**src/rtl/rob_pkg.sv**
```systemverilog
// Shared definitions for the speculative reorder buffer.
// Assumes: kind codes are fixed because issue logic drives them directly.
package rob_pkg;
    typedef enum logic [1:0] {
        KIND_BR  = 2'd0,
        KIND_ST  = 2'd1,
        KIND_REG = 2'd2
    } rob_kind_e;
endpackage

```
**src/rtl/rob_ptrs.sv**
```systemverilog
// Head/tail/occupancy tracker for the circular buffer.
// Assumes: DEPTH is a power of two so pointers wrap naturally; retire_n is
// zero whenever flush is set.
module rob_ptrs #(
    parameter int DEPTH = 8,
    parameter int TAG_W = $clog2(DEPTH),
    parameter int CNT_W = $clog2(DEPTH + 1)
) (
    input  logic             clk,
    input  logic             rst_n,
    input  logic             alloc_fire,
    input  logic [1:0]       retire_n,
    input  logic             flush,
    output logic [TAG_W-1:0] head,
    output logic [TAG_W-1:0] tail,
    output logic [CNT_W-1:0] count
);
    // Advance pointers on retire/allocate; a flush collapses tail onto head.
    always_ff @(posedge clk) begin
        if (!rst_n) begin
            head  <= '0;
            tail  <= '0;
            count <= '0;
        end else if (flush) begin
            tail  <= head;
            count <= '0;
        end else begin
            head  <= head + TAG_W'(retire_n);
            tail  <= tail + TAG_W'(alloc_fire);
            count <= count + CNT_W'(alloc_fire) - CNT_W'(retire_n);
        end
    end


    count_bound_chk: assert property (@(posedge clk) disable iff (!rst_n)
        count <= CNT_W'(DEPTH));

    no_overfill_chk: assert property (@(posedge clk) disable iff (!rst_n)
        alloc_fire |-> count < CNT_W'(DEPTH));

    retire_held_chk: assert property (@(posedge clk) disable iff (!rst_n)
        CNT_W'(retire_n) <= count);

    ptr_gap_chk: assert property (@(posedge clk) disable iff (!rst_n)
        TAG_W'(tail - head) == count[TAG_W-1:0]);
endmodule

```
**src/rtl/rob_store.sv**
```systemverilog
// Entry storage: allocation writes, result-bus capture, lookup by tag, and
// a view of the two oldest entries for the retire logic.
// Assumes: alloc_fire is never set in a flush cycle or when full.
module rob_store
    import rob_pkg::*;
#(
    parameter int DEPTH  = 8,
    parameter int DATA_W = 32,
    parameter int ADDR_W = 16,
    parameter int CODE_W = 4,
    parameter int TAG_W  = $clog2(DEPTH)
) (
    input  logic              clk,
    input  logic              rst_n,
    input  logic              alloc_fire,
    input  logic [TAG_W-1:0]  alloc_idx,
    input  rob_kind_e         alloc_kind,
    input  logic [ADDR_W-1:0] alloc_dest,
    input  logic              res_valid,
    input  logic [TAG_W-1:0]  res_tag,
    input  logic [DATA_W-1:0] res_value,
    input  logic              res_exc,
    input  logic [CODE_W-1:0] res_code,
    input  logic              res_mispred,
    input  logic [TAG_W-1:0]  head,
    input  logic [1:0]        retire_n,
    input  logic              flush,
    input  logic [TAG_W-1:0]  look_tag,
    output logic              look_hit,
    output logic [DATA_W-1:0] look_value,
    output logic              h_valid [2],
    output logic              h_ready [2],
    output rob_kind_e         h_kind  [2],
    output logic [ADDR_W-1:0] h_dest  [2],
    output logic [DATA_W-1:0] h_value [2],
    output logic              h_exc   [2],
    output logic              h_mis   [2],
    output logic [CODE_W-1:0] h_code  [2]
);
    logic [DEPTH-1:0]  valid_q;
    logic [DEPTH-1:0]  ready_q;
    rob_kind_e         kind_q  [DEPTH];
    logic [ADDR_W-1:0] dest_q  [DEPTH];
    logic [DATA_W-1:0] value_q [DEPTH];
    logic              exc_q   [DEPTH];
    logic              mis_q   [DEPTH];
    logic [CODE_W-1:0] code_q  [DEPTH];
    logic [TAG_W-1:0]  slot_idx [2];
    logic              capture;

    assign capture = res_valid && valid_q[res_tag] && !flush;

    // Index of the two oldest entries and their contents for retirement.
    generate
        for (genvar s = 0; s < 2; s++) begin : g_view
            assign slot_idx[s] = head + TAG_W'(s);
            assign h_valid[s]  = valid_q[slot_idx[s]];
            assign h_ready[s]  = ready_q[slot_idx[s]];
            assign h_kind[s]   = kind_q[slot_idx[s]];
            assign h_dest[s]   = dest_q[slot_idx[s]];
            assign h_value[s]  = value_q[slot_idx[s]];
            assign h_exc[s]    = exc_q[slot_idx[s]];
            assign h_mis[s]    = mis_q[slot_idx[s]];
            assign h_code[s]   = code_q[slot_idx[s]];
        end
    endgenerate

    // Operand lookup: finished but unretired values only.
    assign look_hit   = valid_q[look_tag] && ready_q[look_tag];
    assign look_value = value_q[look_tag];

    // Occupancy and completion flags per entry.
    always_ff @(posedge clk) begin
        if (!rst_n || flush) begin
            valid_q <= '0;
            ready_q <= '0;
        end else begin
            for (int s = 0; s < 2; s++) begin
                if (s < int'(retire_n)) valid_q[slot_idx[s]] <= 1'b0;
            end
            if (alloc_fire) begin
                valid_q[alloc_idx] <= 1'b1;
                ready_q[alloc_idx] <= 1'b0;
            end
            if (capture) ready_q[res_tag] <= 1'b1;
        end
    end

    // Entry payload: descriptor at allocation, outcome at result capture.
    always_ff @(posedge clk) begin
        if (alloc_fire) begin
            kind_q[alloc_idx] <= alloc_kind;
            dest_q[alloc_idx] <= alloc_dest;
            exc_q[alloc_idx]  <= 1'b0;
            mis_q[alloc_idx]  <= 1'b0;
            code_q[alloc_idx] <= '0;
        end
        if (capture) begin
            value_q[res_tag] <= res_value;
            exc_q[res_tag]   <= res_exc;
            mis_q[res_tag]   <= res_mispred;
            code_q[res_tag]  <= res_code;
        end
    end


    capture_ready_chk: assert property (@(posedge clk) disable iff (!rst_n)
        capture |=> ready_q[$past(res_tag)]);

    flush_clear_chk: assert property (@(posedge clk) disable iff (!rst_n)
        flush |=> (valid_q == '0));
endmodule

```
**src/rtl/rob_retire.sv**
```systemverilog
// Retire decision for the two oldest entries: in-order commit, port drive,
// and flush on a mispredicted branch or an exception at the head.
// Assumes: h_* reflect the entries at head and head+1.
module rob_retire
    import rob_pkg::*;
#(
    parameter int DATA_W = 32,
    parameter int ADDR_W = 16,
    parameter int REG_W  = 5,
    parameter int CODE_W = 4
) (
    input  logic              h_valid [2],
    input  logic              h_ready [2],
    input  rob_kind_e         h_kind  [2],
    input  logic [ADDR_W-1:0] h_dest  [2],
    input  logic [DATA_W-1:0] h_value [2],
    input  logic              h_exc   [2],
    input  logic              h_mis   [2],
    input  logic [CODE_W-1:0] h_code  [2],
    output logic [1:0]        retire_n,
    output logic              flush,
    output logic              flush_exc,
    output logic [CODE_W-1:0] flush_code,
    output logic [1:0]        rf_we,
    output logic [1:0][REG_W-1:0]  rf_waddr,
    output logic [1:0][DATA_W-1:0] rf_wdata,
    output logic [1:0]        st_we,
    output logic [1:0][ADDR_W-1:0] st_addr,
    output logic [1:0][DATA_W-1:0] st_data
);
    logic [1:0] done;
    logic [1:0] stop;
    logic [1:0] go;

    // Per-slot readiness and whether the entry must end speculation.
    always_comb begin
        for (int s = 0; s < 2; s++) begin
            done[s] = h_valid[s] && h_ready[s];
            stop[s] = h_exc[s] || (h_kind[s] == KIND_BR && h_mis[s]);
        end
    end

    // Slot 1 follows slot 0 and never ends speculation itself.
    assign go[0]      = done[0] && !stop[0];
    assign go[1]      = go[0] && done[1] && !stop[1];
    assign flush      = done[0] && stop[0];
    assign flush_exc  = flush && h_exc[0];
    assign flush_code = flush_exc ? h_code[0] : '0;
    assign retire_n   = go[1] ? 2'd2 : (go[0] ? 2'd1 : 2'd0);

    // Drive the register and store ports for each retiring slot.
    always_comb begin
        for (int s = 0; s < 2; s++) begin
            rf_we[s]    = go[s] && (h_kind[s] == KIND_REG);
            rf_waddr[s] = h_dest[s][REG_W-1:0];
            rf_wdata[s] = h_value[s];
            st_we[s]    = go[s] && (h_kind[s] == KIND_ST);
            st_addr[s]  = h_dest[s];
            st_data[s]  = h_value[s];
        end
    end


    head_ready_chk: assert final ((rf_we == 2'b00 && st_we == 2'b00) || done[0]);

    flush_nowrite_chk: assert final (!flush || (rf_we == 2'b00 && st_we == 2'b00));
endmodule

```
**src/rtl/spec_rob.sv**
```systemverilog
// Speculative reorder buffer top: allocation at the tail, result capture,
// lookup, two-wide in-order retire, and flush on misprediction/exception.
// Assumes: DEPTH is a power of two and at least 2.
module spec_rob
    import rob_pkg::*;
#(
    parameter int DEPTH  = 8,
    parameter int DATA_W = 32,
    parameter int ADDR_W = 16,
    parameter int REG_W  = 5,
    parameter int CODE_W = 4,
    parameter int TAG_W  = $clog2(DEPTH)
) (
    input  logic                  clk,
    input  logic                  rst_n,
    input  logic                  alloc_req,
    input  logic [1:0]            alloc_kind,
    input  logic [ADDR_W-1:0]     alloc_dest,
    output logic                  alloc_ready,
    output logic [TAG_W-1:0]      alloc_tag,
    input  logic                  res_valid,
    input  logic [TAG_W-1:0]      res_tag,
    input  logic [DATA_W-1:0]     res_value,
    input  logic                  res_exc,
    input  logic [CODE_W-1:0]     res_code,
    input  logic                  res_mispred,
    input  logic [TAG_W-1:0]      look_tag,
    output logic                  look_hit,
    output logic [DATA_W-1:0]     look_value,
    output logic [1:0]            rf_we,
    output logic [2*REG_W-1:0]    rf_waddr,
    output logic [2*DATA_W-1:0]   rf_wdata,
    output logic [1:0]            st_we,
    output logic [2*ADDR_W-1:0]   st_addr,
    output logic [2*DATA_W-1:0]   st_data,
    output logic                  flush_valid,
    output logic                  flush_exc,
    output logic [CODE_W-1:0]     flush_code
);
    localparam int CNT_W = $clog2(DEPTH + 1);

    logic [TAG_W-1:0]  head;
    logic [TAG_W-1:0]  tail;
    logic [CNT_W-1:0]  count;
    logic [1:0]        retire_n;
    logic              flush;
    logic              alloc_fire;
    logic              h_valid [2];
    logic              h_ready [2];
    rob_kind_e         h_kind  [2];
    logic [ADDR_W-1:0] h_dest  [2];
    logic [DATA_W-1:0] h_value [2];
    logic              h_exc   [2];
    logic              h_mis   [2];
    logic [CODE_W-1:0] h_code  [2];
    logic [1:0][REG_W-1:0]  rf_waddr_s;
    logic [1:0][DATA_W-1:0] rf_wdata_s;
    logic [1:0][ADDR_W-1:0] st_addr_s;
    logic [1:0][DATA_W-1:0] st_data_s;

    // Issue handshake: stall when full or while the buffer is being flushed.
    assign alloc_ready = (count != CNT_W'(DEPTH)) && !flush;
    assign alloc_fire  = alloc_req && alloc_ready;
    assign alloc_tag   = tail;
    assign flush_valid = flush;
    assign rf_waddr    = rf_waddr_s;
    assign rf_wdata    = rf_wdata_s;
    assign st_addr     = st_addr_s;
    assign st_data     = st_data_s;

    rob_ptrs #(.DEPTH(DEPTH), .TAG_W(TAG_W), .CNT_W(CNT_W)) u_ptrs (
        .clk(clk), .rst_n(rst_n), .alloc_fire(alloc_fire),
        .retire_n(retire_n), .flush(flush),
        .head(head), .tail(tail), .count(count)
    );

    rob_store #(.DEPTH(DEPTH), .DATA_W(DATA_W), .ADDR_W(ADDR_W),
                .CODE_W(CODE_W), .TAG_W(TAG_W)) u_store (
        .clk(clk), .rst_n(rst_n),
        .alloc_fire(alloc_fire), .alloc_idx(tail),
        .alloc_kind(rob_kind_e'(alloc_kind)), .alloc_dest(alloc_dest),
        .res_valid(res_valid), .res_tag(res_tag), .res_value(res_value),
        .res_exc(res_exc), .res_code(res_code), .res_mispred(res_mispred),
        .head(head), .retire_n(retire_n), .flush(flush),
        .look_tag(look_tag), .look_hit(look_hit), .look_value(look_value),
        .h_valid(h_valid), .h_ready(h_ready), .h_kind(h_kind),
        .h_dest(h_dest), .h_value(h_value), .h_exc(h_exc),
        .h_mis(h_mis), .h_code(h_code)
    );

    rob_retire #(.DATA_W(DATA_W), .ADDR_W(ADDR_W), .REG_W(REG_W),
                 .CODE_W(CODE_W)) u_retire (
        .h_valid(h_valid), .h_ready(h_ready), .h_kind(h_kind),
        .h_dest(h_dest), .h_value(h_value), .h_exc(h_exc),
        .h_mis(h_mis), .h_code(h_code),
        .retire_n(retire_n), .flush(flush), .flush_exc(flush_exc),
        .flush_code(flush_code),
        .rf_we(rf_we), .rf_waddr(rf_waddr_s), .rf_wdata(rf_wdata_s),
        .st_we(st_we), .st_addr(st_addr_s), .st_data(st_data_s)
    );


    flush_reopen_chk: assert property (@(posedge clk) disable iff (!rst_n)
        flush_valid |=> (alloc_ready && !flush_valid && alloc_tag == $past(alloc_tag) - TAG_W'($past(count))));

    flush_stall_chk: assert property (@(posedge clk) disable iff (!rst_n)
        flush_valid |-> !alloc_ready);
endmodule

```
**config.mk**
```make
export PLATFORM = sky130hd
export DESIGN_NAME = spec_rob
export DESIGN_NICKNAME = d
export VERILOG_FILES = /design/src/rtl/rob_pkg.sv /design/src/rtl/rob_ptrs.sv /design/src/rtl/rob_store.sv /design/src/rtl/rob_retire.sv /design/src/rtl/spec_rob.sv
export SDC_FILE = /design/constraint.sdc
export NUM_CORES = 1
export LEC_CHECK = 0
export BUFFER_PORTS_ARGS = -buffer_cell sky130_fd_sc_hd__buf_4
export CAP_MARGIN = 20
export CORE_MARGIN = 5
export CORE_UTILIZATION = 45
export CTS_CLUSTER_SIZE = 14
export DETAILED_ROUTE_END_ITERATION = 10
export PLACE_DENSITY_LB_ADDON = 0.12
export SYNTH_ARGS = -nofsm -noshare
export SYNTH_HDL_FRONTEND = slang
export SYNTH_SLANG_ARGS = --single-unit
export TNS_END_PERCENT = 30
```
**constraint.sdc**
```tcl
create_clock -name clk -period 5.2 [get_ports clk]
set_input_delay 1.3 -clock clk [delete_from_list [all_inputs] [get_ports clk]]
set_output_delay 1.3 -clock clk [all_outputs]
set_load 0.03 [all_outputs]
```
### After elaboration in Yosys (flattened, before gate mapping)

Memories as Yosys holds them, arrays and structs flattened. A register that Yosys moved wholly into a read port is not among the register bits.
Cells that the tools add are included.

* bits in registers: 26
* bits in writable memories: 448
* input bits: 66
* output and inout bits: 217
* word-level logic and storage cells: 123
* memories: 6

Memories
* u_store.value_q: depth 8, bits a word 32, read ports 3, clocked after Yosys merged registers in 1, write ports 1, RTL line rob_store.sv:44 `logic [DATA_W-1:0] value_q [DEPTH];`
* u_store.dest_q: depth 8, bits a word 16, read ports 2, clocked after Yosys merged registers in 1, write ports 1, RTL line rob_store.sv:43 `logic [ADDR_W-1:0] dest_q [DEPTH];`
* u_store.code_q: depth 8, bits a word 4, read ports 1, clocked after Yosys merged registers in 1, write ports 2, RTL line rob_store.sv:47 `logic [CODE_W-1:0] code_q [DEPTH];`
* u_store.kind_q: depth 8, bits a word 2, read ports 2, clocked after Yosys merged registers in 1, write ports 1, RTL line rob_store.sv:42 `rob_kind_e kind_q [DEPTH];`
* u_store.exc_q: depth 8, bits a word 1, read ports 2, clocked after Yosys merged registers in 1, write ports 2, RTL line rob_store.sv:45 `logic exc_q [DEPTH];`
* u_store.mis_q: depth 8, bits a word 1, read ports 2, clocked after Yosys merged registers in 1, write ports 2, RTL line rob_store.sv:46 `logic mis_q [DEPTH];`

* $add $sub $neg: 5
* order comparisons: 11
* eq/ne operators: 5
* multiplexer cells: 50
* bitwise logic cells: 9
* reductions and logical operators: 32

Operators with widths (number)
* $mux W8: 8
* $mux W3: 13
* $and A8 B8 Y8: 3
* $not A8 Y8: 3
* $logic_and A1 B1 Y1: 22
* $bmux W1 S3: 7
* $lt A3 B4 Y1 const B: 5
* $mux W1: 16
* $or A8 B8 Y8: 2
* $demux W1 S3: 4
* $ge A3 B1 Y1 const B: 4
* $add A4 B1 Y4: 1
* $eq A2 B1 Y1 const B: 2
* $eq A2 B2 Y1 const B: 2
* $logic_not A1 Y1: 4
* $logic_not A2 Y1: 2
* $lt A1 B2 Y1 const A: 2
* $mux W4: 1
* $ne A4 B4 Y1 const B: 1
* $sub A4 B2 Y4: 1
* $add A3 B1 Y3: 1
* $add A3 B1 Y3 const B: 1
* $add A3 B2 Y3: 1
* $logic_or A1 B1 Y1: 3
* 3 further kinds: 3

### Logic depth before layout (Yosys ltp)

Gate-level depths: netlist of run 1.

* depth after elaboration: 16
* depth in mapped cells: 16
* depth with buffers taken out: 13

### Cells and area by module

From an unflattened synthesis of run 1, not the netlist that was laid out.

* cells, all modules: 1761
* area, all modules: 25891.1 sq um

By module, submodules not included
* rob_store: times used 1, cells each 1512, area each 23896.7 sq um, seq. area each 13773.2 sq um
* rob_retire: times used 1, cells each 190, area each 1422.6 sq um, seq. area each 0.0 sq um
* rob_ptrs: times used 1, cells each 56, area each 536.8 sq um, seq. area each 200.2 sq um
* spec_rob: times used 1, cells each 3, area each 35.0 sq um, seq. area each 0.0 sq um

### Least setup slack after synthesis of run 1

OpenSTA, ideal clock, no wires.

* path kind: input to output
* start: input port look_tag[1]
* end: output port look_value[0]
* arrival: 3.154 ns
* required time: 3.900 ns
* path slack: 0.746 ns
* stages: 4
* cell sequence: clkbuf_1 -> buf_1 -> mux4_2 -> mux2_2

* word-level cells in the longest chain between the ends: 1

RTL lines
* start, declared: RTL line spec_rob.sv:27 `input logic [TAG_W-1:0] look_tag,`
* $mem_v2 Z8 W32
* end, declared: RTL line spec_rob.sv:29 `output logic [DATA_W-1:0] look_value,`

Every way passes these cells.

### Final worst setup path of run 1

* start: register u_ptrs.head[2]
* end: output port rf_wdata[58]

* word-level cells in the longest chain between the ends: 2

RTL lines
* start, declared: RTL line rob_ptrs.sv:14 `output logic [TAG_W-1:0] head,`
* start signal, assigned: RTL line rob_ptrs.sv:28 `head <= head + TAG_W'(retire_n);`
* $add A3 B1 Y3: RTL line rob_store.sv:56 `assign slot_idx[s] = head + TAG_W'(s);`
* $mem_v2 Z8 W32
* end, declared: RTL line spec_rob.sv:32 `output logic [2*DATA_W-1:0] rf_wdata,`

Every way passes these cells.

==> metrics.txt, run 1 <==
status=finished clean; Die H=239 µm; row count=84; Synth Instances=1485; Comb pwr share=about a tenth; WHS=0.520 ns; GR Util All Layers=24.5%; synth cell count leaders=edfxtp_1, mux4_2, a22oi_1; area of the multi-input gates=between 0.008 and 0.009 mm²; WP data required=3.90 ns; Die Width=about 240 µm; final WL=approximately 72 mm; CP Class=flop to output port; RSZ-0062 raised after global routing=no; top-count cell post-synth=edfxtp_1; Pre-Repair DR Iteration Count=8; # clock sinks=477; largest net degree at the start of global routing=66; FF-to-FF path depth=14; Slew headroom=29.0%; Routed WL per cell=29.6 µm; Fin. Hold Viols=0; Clock Skews=0.0150 ns; Pwr per Cell Area=311 mW/mm²; share of layout cells above drive strength 1=40.5%; Clk network pwr share=40.1%; Flop pwr share=about half; switching power share of the total=~23%; Post-Syn Area=0.0237 mm²; initial antenna violation count=3; routability-driven placement congestion ratio=0.881; Fmax=~0.21 GHz; drt drc=0; Synth top area share=approximately 57%; Tcrit/Tclk final=92.0%; vias in the first global route=15727; syn avg cell area=15.9 µm²; via count=15469; Hold Path Class=flop to flop; Worst-Margin Slew=1.06 ns; Starting Density=45.2%; Syn Nets=1563; Reg clk slew, reported paths=0.06 ns; fillers=between 4000 and 5000; r2r endpoint=u_ptrs.count[2]; TritonCTS clock tree=yes; DRT antenna net count=0; Async SR Flop Fraction=0%; Critical path origin=u_ptrs.head[2]; Max Slew Vio Count=0; area delta synth->final=18.0%; startpoint types=flop; input/output buffers=282; fin nets=1782; min cycle time layout=4.78 ns; YS warnings=0; CTS H-tree lvls=2; CTS Hold Buffers Added=0; r2r setup slk=roughly 1.3 ns; synth top area cells=edfxtp_1, mux4_2, a22oi_1; Seq. cell area=0.0140 mm²; crit path max fanout=13; Leak Pwr=0.00931 µW; Sw Pwr=2010 µW; Final WS setup=0.416 ns; CP endpoint kind=output port; pre-CTS WS=around 0.7 ns; Core Region=0.0523 mm²; HPWL after detailed placement=43.9 mm; VDD IR max=between 200 and 250 µV; Seq/Total Area, Yosys=59.3%; Clock Latency Late Sink=approximately 0.59 ns; Max clock buf depth=3; Max-cap violations=0; Setup Buffers After CTS=0; WHS Path Cells=2; Ports=283; first-pass GRT wire length=104 mm; global route total overflow=0; R2R Path Start=u_ptrs.head[2]; Inserted Clock Buffers=51; CP endpoint=rf_wdata[58]; Die ar.=0.0573 mm²; Worst EP arrival=3.48 ns; Setup TNS=0 ns; PostCTS Resize Cnt=0; Post-synth EDFFs=448; Synth Register Bits=477; P_int=6680 µW; post-synth cell types=50; Primary FF master, synth=edfxtp_1; vias per inst=around 6.4; area leader, netlist=edfxtp_1; PnR Total Power=8690 µW; CTS root buf=clkbuf_16; Iter 0 DRT Violations=around 1300; Final setup viols=0
==> registers in the layout (all words and copies together), names as in the netlist, named ones only <==
name,count
u_store.mis_q,8
u_ptrs.head,3
u_store.code_q,32
u_store.dest_q,128
u_store.value_q,256
u_store.valid_q,8
u_store.kind_q,16
u_store.ready_q,8
u_store.exc_q,8
u_ptrs.tail,3
u_ptrs.count,4
==> placed cells by master (no fill, tap or decap), types with 4 or more instances in the layout <==
| cell type | n |
|---|---|
| a21o_1 | 5 |
| a21oi_1 | 27 |
| a221oi_1 | 17 |
| a22oi_1 | 164 |
| and2_1 | 35 |
| and3_1 | 4 |
| buf_12 | 5 |
| buf_4 | 338 |
| bufinv_16 | 4 |
| clkbuf_1 | 11 |
| clkbuf_16 | 51 |
| clkbuf_8 | 4 |
| clkinv_1 | 11 |
| clkinv_2 | 6 |
| dfxtp_1 | 26 |
| edfxtp_1 | 448 |
| ha_1 | 11 |
| inv_1 | 21 |
| mux2_2 | 84 |
| mux2i_1 | 13 |
| mux4_2 | 183 |
| nand2_1 | 61 |
| nand2b_1 | 5 |
| nand3_1 | 27 |
| nand3b_1 | 8 |
| nand4_1 | 42 |
| nor2_1 | 23 |
| nor2_4 | 11 |
| nor2b_1 | 9 |
| nor3_1 | 15 |
| nor3b_1 | 7 |
| o211ai_1 | 10 |
| o21ai_0 | 11 |
| o22ai_1 | 4 |
==> power groups by stage <==
| stage | combinational [µW] | clock, µW | sequential [µW] |
|---|---|---|---|
| 2_1_floorplan | 523 | 0 | 4420 |
| 3_3_place_gp | 847 | 0 | 4430 |
| 3_5_place_dp | 857 | 0 | 4430 |
| 4_1_cts | 861 | 3560 | 4350 |
| 5_1_grt | 911 | 3730 | 4360 |
| 6_report | 852 | 3480 | 4360 |
==> through the flow <==
| step | area (µm²) | util [%] | cells |
|---|---|---|---|
| 2_1_floorplan | 23700 | - | 1485 |
| 3_5_place_dp | 26300 | 50.3 | 2337 |
| 6_report | 27900 | 53.4 | 2429 |
| 4_1_cts | 27900 | 53.3 | 2425 |
| 3_3_place_gp | 26300 | 50.3 | 2335 |
| 5_1_grt | 27900 | 53.3 | 2427 |
==> worst min-delay path by stage <==
stage,startpoint,to,slack [ns]
global route,u_store.ready_q[4],u_store.ready_q[4],0.54
global placement,u_store.ready_q[0],u_store.ready_q[0],0.50
finish,u_store.ready_q[0],u_store.ready_q[0],0.52
CTS,u_store.ready_q[0],u_store.ready_q[0],0.52
detailed placement,u_store.ready_q[0],u_store.ready_q[0],0.51
floorplan,u_store.ready_q[0],u_store.ready_q[0],0.45
==> layer usage <==
| metal | part of all wire [%] | vias to the layer above | GRT usage, % | wire [µm] |
|---|---|---|---|---|
| met5 | 0.043 | - | 0 | 31 |
| met1 | 39 | 8030 | 32.7 | 28200 |
| met2 | 50 | 771 | 41.5 | 36000 |
| met3 | 7.9 | 146 | 4.69 | 5650 |
| li1 | - | 6518 | - | - |
| met4 | 2.7 | 4 | 6.61 | 1910 |
==> critical path, stage by stage (launching register included) <==
cell and delay (ns):
dfxtp_1 0.71, xnor2_2 0.32, buf_4 0.33, nor2_4 0.51
buf_4 0.44, a22oi_1 0.12, nand4_1 0.23, buf_4 0.21
==> kinds of logic (layout without fill, tap and decap cells) <==
| logic type | count (synthesis) | after routing | share of synthesized area, % |
|---|---|---|---|
| adder cells (fa/ha/maj) | 12 | 12 | 0.666 |
| AO/OA/AOI/OAI | 247 | 247 | 7.53 |
| AND/OR/NAND/NOR | 259 | 259 | 5.77 |
| other | 0 | 2 | 0 |
| flip-flops | 477 | 477 | 59.3 |
| buffers and inverters | 203 | 457 | 4.45 |
| XOR/XNOR | 6 | 6 | 0.254 |
| multiplexers | 281 | 281 | 22.1 |
==> area by class of cell <==
cell class / count / area share [%]
flip-flops and latches: 477 / 50.3
clock inverters: 22 / 0.717
multi-input cells: 805 / 31.2
inverters: 24 / 0.323
diodes: 2 / 0.0179
well taps: 688 / 3.08
clock buffers: 66 / 4.91
repair buffers: 345 / 9.48
Note: power is estimated with default switching activity, not from simulation.
==> run 2, diff against run 1 <==
--- a/config.mk
+++ b/config.mk
@@ -8,11 +8,12 @@
 export BUFFER_PORTS_ARGS = -buffer_cell sky130_fd_sc_hd__buf_4
 export CAP_MARGIN = 20
 export CORE_MARGIN = 5
-export CORE_UTILIZATION = 45
+export CORE_UTILIZATION = 46
 export CTS_CLUSTER_SIZE = 14
 export DETAILED_ROUTE_END_ITERATION = 10
 export PLACE_DENSITY_LB_ADDON = 0.12
 export SYNTH_ARGS = -nofsm -noshare
 export SYNTH_HDL_FRONTEND = slang
+export SYNTH_HIERARCHICAL = 1
 export SYNTH_SLANG_ARGS = --single-unit
 export TNS_END_PERCENT = 30
==> metrics.txt, run 2 <==
status=finished clean; Pre-Repair DR Iteration Count=5 (-3); vias in the first global route=16515 (+5.0%); placed cell count=2543 (+8.8%); Syn Nets=1818 (+16%); Leak Pwr=0.00999 µW (+7.4%); Max-cap violations=0 (unchanged); max reg flops=256 (unchanged); TritonCTS clock tree=yes; row count=86 (+2.4%); area delta synth->final=13.2%; Worst EP arrival=3.49 ns (about the same); # clock sinks=474 (-0.63%); Routed WL per cell=28.5 µm (-3.8%); Clock Skews=0.0249 ns (+0.00986 ns); Die ar.=0.0606 mm² (+5.8%); HPWL after detailed placement=46.9 mm (+6.8%); initial antenna violation count=4 (+1); top flop regs=u_store/value_q: 256 flops, u_store/dest_q: 128 flops, u_store/code_q: 32 flops; Reg clk slew, reported paths=0.06 ns (about the same); Final setup viols=0 (unchanged); PostCTS Resize Cnt=0 (unchanged); Worst-Margin Slew=1.06 ns (-0.00881 ns); WP data required=3.90 ns (about the same); share of layout cells above drive strength 1=38.4% (-2.2 points); Pwr per Cell Area=308 mW/mm² (-0.88%); GR Layer Usage met1=32.4% (-0.30 points); via count=16129 (+4.3%); CP Class=flop to output port; Die Width=246 µm (+2.9%); Tcrit/Tclk final=92.2% (+0.20 points); Comb pwr share=10.0% (+0.2 points); Core Region=0.0552 mm² (+5.5%); CP endpoint kind=output port; area of the multi-input gates=0.00961 mm² (+10%); drt drc=0 (unchanged); fillers=4559 (+4.8%); YS warnings=6 (+6); Die H=246 µm (+2.9%); global route total overflow=0 (unchanged); Clk network pwr share=41.5% (+1.4 points); RSZ-0062 raised after global routing=no; startpoint types=flop; Sw Pwr=2100 µW (+4.3%); Slew headroom=29.5% (+0.51 points); Clock Latency Late Sink=0.61 ns (+0.02 ns); CTS H-tree lvls=2 (unchanged); final WL=75.1 mm (+4.5%); largest register by flop count=u_store/value_q; min cycle time layout=4.79 ns (+0.0105 ns); Fmax=0.209 GHz (-0.22%); Setup Buffers After CTS=0 (unchanged); Max Slew Vio Count=0 (unchanged); Post-Syn Area=0.0257 mm² (+8.4%); CTS root buf=clkbuf_16; switching power share of the total=23.4% (+0.27 points); CTS Hold Buffers Added=0 (unchanged); routability-driven placement congestion ratio=0.829 (-5.9%); vias per inst=6.11 (-4.0%); Most Crowded Layer GR=met2; fin nets=1924 (+8.0%); GR Util All Layers=24.4% (-0.093 points); Synth Instances=1741 (+17%); Hold Path Class=flop to flop; Starting Density=46.5% (+1.3 points); Max clock buf depth=3 (unchanged); syn avg cell area=14.7 µm² (-7.5%); VDD IR max=271 µV (+24%); met3 Usage GRT=4.50% (-0.18 points); input/output buffers=282 (unchanged); DRT antenna net count=0 (unchanged); largest net degree at the start of global routing=55 (-17%); Setup TNS=0 ns (unchanged); Fin. Hold Viols=0 (unchanged); Inserted Clock Buffers=50 (-2.0%); met2 Use GR=41.2% (-0.29 points); Iter 0 DRT Violations=1474 (+11%); first-pass GRT wire length=110 mm (+5.0%); most frequent cells in the layout=edfxtp_1, buf_4, nand2_1; Ports=283 (unchanged); Seq. cell area=0.0140 mm² (-0.43%); Flop pwr share=48.5% (-1.6 points); P_int=6860 µW (+2.8%); Layout Cells excl Fill=2638 (+8.6%); crit path max fanout=24 (+11); commonest non-fill, non-tap cell in the layout=edfxtp_1
==> run 2: cell types whose count changed in the layout (fill, tap and decap cells not counted), sizes merged, moves of 27 or more <==
cell	previous run	this run
nand2	61	247
a22oi	164	13
nand4	42	1
mux2i	13	43
a21oi	28	55
mux4	184	211
==> run 2: per-stage QoR <==
step / utilization (%) / cell area, µm² / hold WS [ns] / total power, µW / setup slack (ns)
CTS: 52.6 / 29100 / 0.547 / 9050 / 0.343
detailed placement: 49.5 / 27300 / 0.535 / 5330 / 0.953
global placement: 49.5 / 27300 / 0.531 / 5320 / 0.989
floorplan: - / 25700 / 0.471 / 5040 / 1.15
global route: 52.6 / 29100 / 0.574 / 9280 / 0.187
finish: 52.6 / 29100 / 0.559 / 8960 / 0.405
==> run 2: routing by layer <==
layer	up-vias	part of all wire [%]
li1	6870	-
met3	148	7.6
met5	-	0.060
met1	8397	40
met2	708	50
met4	6	2.8
==> run 2: area by class of cell <==
type	instances	share of cell area, %
sequential	474	48.1
tap	748	3.22
multi-input combinational	949	33.1
antenna	1	0.00861
clock inverter	33	1.33
timing repair buffer	350	9.39
clock buffer	61	4.56
inverter	22	0.288
==> run 2: worst paths after layout <==
path	cells past startpoint	to	slack [ns]	start
hold reg to reg	2	u_store/ready_q[2]	0.56	u_store/ready_q[2]
hold / removal	2	u_store/ready_q[2]	0.56	u_store/ready_q[2]
setup reg to reg	14	u_ptrs/count[3]	1.07	u_ptrs/head[0]
setup / recovery	9	alloc_ready	0.41	u_ptrs/head[0]
==> run 2: power groups by stage <==
stage	Combinational [µW]	Sequential, µW	Clock, µW
after floorplan	627	4410	0
after global placement	894	4420	0
after detailed placement	904	4420	0
after CTS	907	4340	3790
after global routing	963	4350	3960
final	894	4350	3720
==> run 2: worst max-delay path: stages (launching register included) <==
cell	delay (ns)
dfxtp_4	0.60
buf_4	0.45
mux4_2	0.37
nand2_1	0.08
nand2_1	0.13
nor2_1	0.24
a21oi_1	0.10
nor2_1	0.60
nor2_1	0.11
buf_4	0.20
